**config.mk**
```make
export PLATFORM = sky130hd
export DESIGN_NAME = gpio_bank_regfile
export DESIGN_NICKNAME = d
export VERILOG_FILES = /design/src/rtl/gpio_rf_pkg.sv /design/src/rtl/gpio_rf_sync.sv /design/src/rtl/gpio_rf_bankgrp.sv /design/src/rtl/gpio_rf_pullfield.sv /design/src/rtl/gpio_rf_pinmap.sv /design/src/rtl/gpio_bank_regfile.sv
export SDC_FILE = /design/constraint.sdc
export NUM_CORES = 1
export LEC_CHECK = 0
export BUFFER_PORTS_ARGS = -buffer_cell sky130_fd_sc_hd__buf_2
export CORE_UTILIZATION = 55
export CTS_CLUSTER_DIAMETER = 40
export DETAILED_ROUTE_END_ITERATION = 6
export PLACE_DENSITY = 0.79
export SETUP_SLACK_MARGIN = 0.5
export SLEW_MARGIN = 40
export SYNTH_ARGS = -nofsm -noshare
export SYNTH_HDL_FRONTEND = slang
export SYNTH_SLANG_ARGS = --single-unit
```
**constraint.sdc**
```tcl
create_clock -name clk -period 3.35 [get_ports clk]
set_input_delay 0.8375 -clock clk [delete_from_list [all_inputs] [get_ports clk]]
set_output_delay 0.8375 -clock clk [all_outputs]
set_load 0.005 [all_outputs]
```
**src/rtl/gpio_rf_pkg.sv**
```systemverilog
package gpio_rf_pkg;

  // Upper address nibble selects a register group.
  typedef enum logic [3:0] {
    GRP_FSEL = 4'h0,
    GRP_DIR  = 4'h1,
    GRP_OUT  = 4'h2,
    GRP_PDN  = 4'h3,
    GRP_IN   = 4'h4,
    GRP_ALT  = 4'h5
  } reg_group_e;

  // Extra registers that live in the input group's address space.
  localparam logic [3:0] MISC_VSEL_IDX = 4'h7;
  localparam logic [3:0] MISC_PULL_IDX = 4'h8;

  // 2-bit pull field encoding.
  localparam logic [1:0] PULL_DOWN     = 2'd0;
  localparam logic [1:0] PULL_NONE     = 2'd1;
  localparam logic [1:0] PULL_NONE_ALT = 2'd2;
  localparam logic [1:0] PULL_UP       = 2'd3;

  typedef struct packed {
    logic fsel;
    logic dir;
    logic outv;
    logic pdn;
    logic vsel;
    logic pull;
    logic alt;
  } wr_hit_t;

endpackage

```
**src/rtl/gpio_rf_sync.sv**
```systemverilog
module gpio_rf_sync #(
  parameter int WIDTH  = 56,
  parameter int STAGES = 2
) (
  input  logic             clk,
  input  logic             rst,
  input  logic [WIDTH-1:0] d,
  output logic [WIDTH-1:0] q
);

  logic [STAGES-1:0][WIDTH-1:0] chain;

  always_ff @(posedge clk) begin
    if (rst) begin
      chain <= '0;
    end else begin
      chain[0] <= d;
      for (int s = 1; s < STAGES; s++) begin
        chain[s] <= chain[s-1];
      end
    end
  end

  assign q = chain[STAGES-1];

endmodule

```
**src/rtl/gpio_rf_bankgrp.sv**
```systemverilog
// One register group: NUM_BANKS bytes, masked writes, per-bit clear.
module gpio_rf_bankgrp #(
  parameter int NUM_BANKS = 7,
  parameter int BANK_W    = 8,
  parameter int IDX_W     = 4,
  localparam int TOTAL    = NUM_BANKS * BANK_W
) (
  input  logic              clk,
  input  logic              rst,
  input  logic              wr_en,
  input  logic [IDX_W-1:0]  wr_idx,
  input  logic [BANK_W-1:0] wdata,
  input  logic [BANK_W-1:0] wmask,
  input  logic [TOTAL-1:0]  clr_vec,
  output logic [TOTAL-1:0]  q
);

  for (genvar b = 0; b < NUM_BANKS; b++) begin : g_bank
    logic [BANK_W-1:0] bank_q;
    logic [BANK_W-1:0] bank_nxt;
    logic              hit;

    assign hit = wr_en && (wr_idx == IDX_W'(b));

    always_comb begin
      bank_nxt = bank_q;
      if (hit) begin
        bank_nxt = (bank_q & ~wmask) | (wdata & wmask);
      end
      bank_nxt = bank_nxt & ~clr_vec[b*BANK_W +: BANK_W];
    end

    always_ff @(posedge clk) begin
      if (rst) begin
        bank_q <= '0;
      end else begin
        bank_q <= bank_nxt;
      end
    end

    assign q[b*BANK_W +: BANK_W] = bank_q;
  end

endmodule

```
**src/rtl/gpio_rf_pullfield.sv**
```systemverilog
// Packed 2-bit pull fields with masked writes and forced "none".
module gpio_rf_pullfield
  import gpio_rf_pkg::*;
#(
  parameter int FIELDS = 4,
  localparam int FW    = 2 * FIELDS
) (
  input  logic              clk,
  input  logic              rst,
  input  logic              wr_en,
  input  logic [FW-1:0]     wdata,
  input  logic [FW-1:0]     wmask,
  input  logic [FIELDS-1:0] force_none,
  output logic [FW-1:0]     q
);

  logic [FW-1:0] nxt;

  always_comb begin
    nxt = q;
    if (wr_en) begin
      nxt = (q & ~wmask) | (wdata & wmask);
    end
    for (int f = 0; f < FIELDS; f++) begin
      if (force_none[f]) begin
        nxt[2*f +: 2] = PULL_NONE;
      end
    end
  end

  always_ff @(posedge clk) begin
    if (rst) begin
      q <= {FIELDS{PULL_NONE}};
    end else begin
      q <= nxt;
    end
  end

endmodule

```
**src/rtl/gpio_rf_pinmap.sv**
```systemverilog
// Registered pin-side outputs.
module gpio_rf_pinmap #(
  parameter int NPINS = 56
) (
  input  logic             clk,
  input  logic             rst,
  input  logic [NPINS-1:0] dir,
  input  logic [NPINS-1:0] outv,
  input  logic [NPINS-1:0] fsel,
  input  logic [NPINS-1:0] in_sync,
  input  logic [NPINS-1:0] pd_req,
  input  logic [NPINS-1:0] pu_req,
  output logic [NPINS-1:0] pin_oe,
  output logic [NPINS-1:0] pin_out,
  output logic [NPINS-1:0] pin_pd_en,
  output logic [NPINS-1:0] pin_pu_en,
  output logic [NPINS-1:0] pin_func_sel,
  output logic [NPINS-1:0] pin_level
);

  logic [NPINS-1:0] level_c;

  for (genvar p = 0; p < NPINS; p++) begin : g_level
    assign level_c[p] = dir[p] ? outv[p] : in_sync[p];
  end

  always_ff @(posedge clk) begin
    if (rst) begin
      pin_oe       <= '0;
      pin_out      <= '0;
      pin_pd_en    <= '0;
      pin_pu_en    <= '0;
      pin_func_sel <= '0;
      pin_level    <= '0;
    end else begin
      pin_oe       <= dir;
      pin_out      <= outv;
      pin_pd_en    <= pd_req;
      pin_pu_en    <= pu_req;
      pin_func_sel <= fsel;
      pin_level    <= level_c;
    end
  end

endmodule

```
**src/rtl/gpio_bank_regfile.sv**
```systemverilog
module gpio_bank_regfile
  import gpio_rf_pkg::*;
#(
  parameter int NUM_BANKS       = 7,
  parameter int BANK_W          = 8,
  parameter int ADDR_W          = 8,
  parameter int PULL_FIRST_PIN  = 51,
  parameter int PULL_PIN_COUNT  = 4,
  parameter int SYNC_STAGES     = 2,
  parameter int VSEL_W          = 2,
  localparam int NPINS          = NUM_BANKS * BANK_W,
  localparam int DATA_W         = BANK_W
) (
  input  logic              clk,
  input  logic              rst,
  input  logic              host_we,
  input  logic              host_re,
  input  logic [ADDR_W-1:0] host_addr,
  input  logic [DATA_W-1:0] host_wdata,
  input  logic [DATA_W-1:0] host_wmask,
  output logic [DATA_W-1:0] host_rdata,
  input  logic [NPINS-1:0]  pad_in,
  output logic [NPINS-1:0]  pin_oe,
  output logic [NPINS-1:0]  pin_out,
  output logic [NPINS-1:0]  pin_pd_en,
  output logic [NPINS-1:0]  pin_pu_en,
  output logic [NPINS-1:0]  pin_func_sel,
  output logic [NPINS-1:0]  pin_level,
  output logic [DATA_W-1:0] alt_func,
  output logic [VSEL_W-1:0] vsel
);

  localparam int IDX_W   = 4;
  localparam int GRP_W   = ADDR_W - IDX_W;
  localparam int PULL_W  = 2 * PULL_PIN_COUNT;
  localparam int PULL_LO = PULL_FIRST_PIN - 1;  // vector index of first field pin

  // ---------------- address decode ----------------
  logic [GRP_W-1:0] grp;
  logic [IDX_W-1:0] idx;
  wr_hit_t          wr;

  assign grp = host_addr[ADDR_W-1:IDX_W];
  assign idx = host_addr[IDX_W-1:0];

  always_comb begin
    wr      = '0;
    wr.fsel = host_we && (grp == GRP_W'(GRP_FSEL));
    wr.dir  = host_we && (grp == GRP_W'(GRP_DIR));
    wr.outv = host_we && (grp == GRP_W'(GRP_OUT));
    wr.pdn  = host_we && (grp == GRP_W'(GRP_PDN));
    wr.vsel = host_we && (grp == GRP_W'(GRP_IN)) && (idx == MISC_VSEL_IDX);
    wr.pull = host_we && (grp == GRP_W'(GRP_IN)) && (idx == MISC_PULL_IDX);
    wr.alt  = host_we && (grp == GRP_W'(GRP_ALT)) && (idx == '0);
  end

  // ---------------- register groups ----------------
  logic [NPINS-1:0]  fsel_flat, dir_flat, out_flat, pdn_flat, in_flat;
  logic [NPINS-1:0]  dir_rise;
  logic [PULL_W-1:0] pull_q;
  logic [PULL_PIN_COUNT-1:0] pull_force;

  // Bits that a direction write moves from input to output.
  for (genvar b = 0; b < NUM_BANKS; b++) begin : g_rise
    assign dir_rise[b*BANK_W +: BANK_W] =
      (wr.dir && (idx == IDX_W'(b))) ?
      (host_wdata & host_wmask & ~dir_flat[b*BANK_W +: BANK_W]) : '0;
  end

  for (genvar f = 0; f < PULL_PIN_COUNT; f++) begin : g_force
    assign pull_force[f] = dir_rise[PULL_LO + f];
  end

  gpio_rf_bankgrp #(.NUM_BANKS(NUM_BANKS), .BANK_W(BANK_W), .IDX_W(IDX_W)) u_fsel (
    .clk(clk), .rst(rst), .wr_en(wr.fsel), .wr_idx(idx), .wdata(host_wdata),
    .wmask(host_wmask), .clr_vec('0), .q(fsel_flat));

  gpio_rf_bankgrp #(.NUM_BANKS(NUM_BANKS), .BANK_W(BANK_W), .IDX_W(IDX_W)) u_dir (
    .clk(clk), .rst(rst), .wr_en(wr.dir), .wr_idx(idx), .wdata(host_wdata),
    .wmask(host_wmask), .clr_vec('0), .q(dir_flat));

  gpio_rf_bankgrp #(.NUM_BANKS(NUM_BANKS), .BANK_W(BANK_W), .IDX_W(IDX_W)) u_out (
    .clk(clk), .rst(rst), .wr_en(wr.outv), .wr_idx(idx), .wdata(host_wdata),
    .wmask(host_wmask), .clr_vec('0), .q(out_flat));

  gpio_rf_bankgrp #(.NUM_BANKS(NUM_BANKS), .BANK_W(BANK_W), .IDX_W(IDX_W)) u_pdn (
    .clk(clk), .rst(rst), .wr_en(wr.pdn), .wr_idx(idx), .wdata(host_wdata),
    .wmask(host_wmask), .clr_vec(dir_rise), .q(pdn_flat));

  gpio_rf_pullfield #(.FIELDS(PULL_PIN_COUNT)) u_pull (
    .clk(clk), .rst(rst), .wr_en(wr.pull), .wdata(host_wdata[PULL_W-1:0]),
    .wmask(host_wmask[PULL_W-1:0]), .force_none(pull_force), .q(pull_q));

  gpio_rf_sync #(.WIDTH(NPINS), .STAGES(SYNC_STAGES)) u_sync (
    .clk(clk), .rst(rst), .d(pad_in), .q(in_flat));

  // Narrow misc registers.
  always_ff @(posedge clk) begin
    if (rst) begin
      vsel     <= '0;
      alt_func <= '0;
    end else begin
      if (wr.vsel) begin
        vsel <= (vsel & ~host_wmask[VSEL_W-1:0]) |
                (host_wdata[VSEL_W-1:0] & host_wmask[VSEL_W-1:0]);
      end
      if (wr.alt) begin
        alt_func <= (alt_func & ~host_wmask) | (host_wdata & host_wmask);
      end
    end
  end

  // ---------------- pull resolution ----------------
  logic [NPINS-1:0] pd_req, pu_req;

  for (genvar p = 0; p < NPINS; p++) begin : g_pull
    if (p >= PULL_LO && p < PULL_LO + PULL_PIN_COUNT) begin : g_field
      localparam int F = p - PULL_LO;
      assign pd_req[p] = (pull_q[2*F +: 2] == PULL_DOWN);
      assign pu_req[p] = (pull_q[2*F +: 2] == PULL_UP);
    end else begin : g_plain
      assign pd_req[p] = pdn_flat[p];
      assign pu_req[p] = 1'b0;
    end
  end

  gpio_rf_pinmap #(.NPINS(NPINS)) u_pins (
    .clk(clk), .rst(rst), .dir(dir_flat), .outv(out_flat), .fsel(fsel_flat),
    .in_sync(in_flat), .pd_req(pd_req), .pu_req(pu_req),
    .pin_oe(pin_oe), .pin_out(pin_out), .pin_pd_en(pin_pd_en),
    .pin_pu_en(pin_pu_en), .pin_func_sel(pin_func_sel), .pin_level(pin_level));

  // ---------------- read path ----------------
  function automatic logic [DATA_W-1:0] pick_bank(input logic [NPINS-1:0] vec,
                                                  input logic [IDX_W-1:0] sel);
    logic [DATA_W-1:0] r;
    r = '0;
    for (int b = 0; b < NUM_BANKS; b++) begin
      if (sel == IDX_W'(b)) r = vec[b*BANK_W +: BANK_W];
    end
    return r;
  endfunction

  logic [DATA_W-1:0] rd_c;

  always_comb begin
    rd_c = '0;
    if (grp == GRP_W'(GRP_FSEL))      rd_c = pick_bank(fsel_flat, idx);
    else if (grp == GRP_W'(GRP_DIR))  rd_c = pick_bank(dir_flat, idx);
    else if (grp == GRP_W'(GRP_OUT))  rd_c = pick_bank(out_flat, idx);
    else if (grp == GRP_W'(GRP_PDN))  rd_c = pick_bank(pdn_flat, idx);
    else if (grp == GRP_W'(GRP_IN)) begin
      if (idx == MISC_VSEL_IDX)       rd_c = DATA_W'(vsel);
      else if (idx == MISC_PULL_IDX)  rd_c = DATA_W'(pull_q);
      else                            rd_c = pick_bank(in_flat, idx);
    end else if (grp == GRP_W'(GRP_ALT) && idx == '0) begin
      rd_c = alt_func;
    end
  end

  always_ff @(posedge clk) begin
    if (rst) begin
      host_rdata <= '0;
    end else if (host_re) begin
      host_rdata <= rd_c;
    end
  end

endmodule

```
==> results.sh <==
export IMPL_slew_headroom_pct=48.0
export IMPL_grt_pass1_vias=20700
export IMPL_gp_congestion=1.03
export IMPL_cts_sinks=646
export IMPL_areaGrowthSynthToFinish_pct=22.8
export IMPL_grt_pass1_wl_mm=139
export IMPL_drtIter0Drc=2953
export IMPL_tightest_slew_ns=0.779
export IMPL_post_cts_repair_setup_buffers=0
export IMPL_synth_area_leaders="dfxtp_1, mux2i_1, nor2b_1"
export IMPL_crit_arrival_ns=3.20
export IMPL_fin_util_pct=68.4
export IMPL_synth_area_sq_um=24600
export IMPL_syn_mean_instance_area_sq_um=9.41
export IMPL_pwr_share_seq_pct=44.6
export IMPL_post_route_cells_drive_above_1_share_pct=22.1
export IMPL_power_switching_uw=4230
export IMPL_post_dp_cell_area_sq_um=27400
export IMPL_p_comb_share_pct=5.0
export IMPL_ant_nets=0
export IMPL_yosysSeqAreaShare_pct=52.6
export IMPL_required_ns=3.83
export IMPL_cp_depth=7
export IMPL_antenna_found_initial=1
export IMPL_drc_errors=0
export IMPL_cp_num_buf_inv=2
export IMPL_syn_inst=2614
export IMPL_min_path_type="primary input to flip-flop"
export IMPL_synth_distinct_cells=69
export IMPL_cp_slowest_stage_delay_ns=0.64
export IMPL_slew_violations=0
export IMPL_synth_ff_type="dfxtp_1"
export IMPL_path_cells="buf_4, buf_12, mux2i_1, o221ai_1, a221oi_1, o21ai_0, a31o_2"
export IMPL_cts_hold_buffers=0
export IMPL_whs_path_depth=2
export IMPL_die_y_microns=213
export IMPL_fin_crit_ns=2.71
export IMPL_place_worst_setup_slack_ns=0.162
export IMPL_routedWlPerCell_microns=26.8
export IMPL_hold_viol=0
export IMPL_netlist_area_leader_share_pct=52.6
export IMPL_core_area_sq_um=44100
export IMPL_cts_tree="built"
export IMPL_htree_levels=3
export IMPL_port_buffers=385
export IMPL_rows=77
export IMPL_reg2reg_slack_ns=1.18
export IMPL_fin_skew_ns=0.0320
export IMPL_clkLatencyLatePin_ns=0.62
export IMPL_max_freq_ghz=0.368
export IMPL_clk_pin_slew_worst_paths_ns=0.06
export IMPL_fp_dieW_microns=213
export IMPL_path_class="primary input to flip-flop"
export IMPL_cp_start_kind="primary input"
export IMPL_worstPathMaxFanout=48
export IMPL_cp_top_family="compound AO/OA/AOI/OAI gates"
export IMPL_finalSetupViolations=0
export IMPL_post_drt_via_cell_ratio=5.96
export IMPL_netlist_top_cells_count="dfxtp_1, nor2b_1, nand2_1"
export IMPL_clockPowerShare_pct=50.4
export IMPL_fill_cells=3335
export IMPL_setup_ws_ns=0.636
export IMPL_clockRootBuffer="clkbuf_16"
export IMPL_dieArea_sq_um=45600
export IMPL_power_per_cell_area_nw_per_um2=581
export IMPL_stdcell_area_sq_um=30200
export IMPL_r2r_cells=5
export IMPL_hpwl_mm=70.6
export IMPL_io_pin_count=438
export IMPL_async_flop_share_pct=0
export IMPL_setup_tns_final_ns=0
export IMPL_status="finished clean"
export IMPL_grt_ovfl_total=0
export IMPL_clk_path_buf_depth=3
export IMPL_cts_resized=0
export IMPL_ys_ff_latch=646
export IMPL_p_int_uw=13300
export IMPL_vias=21900
export IMPL_slowest_stage="a221oi_1"
export IMPL_fin_nets=3098
export IMPL_numCtsBuffers=79
export IMPL_yosysTopAreaCell="dfxtp_1"
export IMPL_grt_max_degree=215
export IMPL_min_period_over_period_pct=81.0
export IMPL_synth_edff_count=0
export IMPL_totalWireLength_mm=98.5
export IMPL_grt_usage_pct=42.4
export IMPL_synth_most_common_cell="dfxtp_1"
export IMPL_rsz0062_at_grt="false"
export IMPL_maxCapViolations=0
export IMPL_sw_frac_of_total_pct=24.1
export IMPL_first_pass_iters=6
export IMPL_ir_worst_vdd_uv=455
export IMPL_initial_utilization_pct=55.7
export IMPL_yosys_warnings=0
export IMPL_critPathCaptureType="flip-flop"
export IMPL_leakagePower_uw=0.0134
## kinds of logic (layout without fill, tap and decap cells)
family	after synthesis	in the layout	share of synthesized area [%]
and+or+nand+nor	1083	1083	21.6
DFF	646	646	52.6
AOI/OAI and AO/OA	354	354	9.53
muxes	273	273	11.3
buffers and inverters	257	671	4.96
other	1	53	0.0153
## power groups by stage
stage	clock, uW	combinational (uW)	sequential (uW)
floorplan	0	510	7960
global placement	0	823	7980
detailed placement	0	831	7990
CTS	8860	837	7820
global route	9200	905	7820
finish	8840	878	7820
## area by class of cell
type / count / area (sq um) / area share [%]
inverter: 13 / 48.8 / 0.162
clock buffer: 100 / 2250 / 7.46
sequential: 646 / 12900 / 42.8
antenna: 1 / 2.50 / 0.00829
multi-input combinational: 1762 / 10600 / 35.2
timing repair buffer: 512 / 3060 / 10.1
tap: 592 / 741 / 2.45
clock inverter: 46 / 513 / 1.70
## cells in the final DEF, fill, tap and decap left out, types with 5 or more instances in the layout
| cell type | Yosys | final |
|---|---|---|
| a211oi_1 | 22 | 22 |
| a21oi_1 | 78 | 78 |
| a221oi_1 | 12 | 12 |
| a22oi_1 | 29 | 29 |
| a31oi_1 | 5 | 5 |
| a41oi_1 | 5 | 5 |
| and2_1 | 7 | 7 |
| buf_12 | 0 | 12 |
| buf_2 | 38 | 383 |
| buf_4 | 53 | 115 |
| bufinv_16 | 0 | 5 |
| clkbuf_1 | 141 | 7 |
| clkbuf_16 | 0 | 84 |
| clkbuf_8 | 0 | 9 |
| clkinv_2 | 0 | 7 |
| conb_1 | 1 | 52 |
| dfxtp_1 | 646 | 646 |
| inv_1 | 12 | 12 |
| inv_6 | 0 | 16 |
| inv_8 | 0 | 8 |
| mux2_2 | 9 | 9 |
| mux2i_1 | 261 | 261 |
| nand2_1 | 274 | 274 |
| nand2b_1 | 16 | 16 |
| nand3_1 | 49 | 49 |
| nand4_1 | 5 | 5 |
| nor2_1 | 258 | 258 |
| nor2b_1 | 348 | 348 |
| nor3_1 | 100 | 100 |
| o211ai_1 | 5 | 5 |
| o21ai_0 | 88 | 88 |
| o221ai_1 | 18 | 18 |
| o22ai_1 | 16 | 16 |
| o31ai_1 | 23 | 23 |
## path summary, 6_finish.rpt
check,from,to
setup / recovery,host_addr[0],host_rdata[2]
hold reg to reg,u_sync.chain[53],u_sync.q[53]
setup reg to reg,u_pdn.g_bank[0].bank_q[2],host_rdata[2]
hold / removal,pad_in[3],u_sync.chain[3]
## through the flow
step           hold slack, ns  total power (uW)  std cells
2_1_floorplan           0.414              8470       2665
3_3_place_gp            0.416              8810       3524
3_5_place_dp            0.423              8820       3524
4_1_cts                 0.407             17500       3670
5_1_grt                 0.429             17900       3671
6_report                0.424             17500       3672
## metal layers
layer | vias up | GRT usage [%] | wire (microns)
li1 | 9530 | - | -
met3 | 306 | 11.5 | 11300
met2 | 1592 | 62.6 | 42800
met1 | 10500 | 56.7 | 39500
met5 | - | 0 | 0
met4 | 0 | 22.1 | 4800
Power figures use the tool's default switching activity.
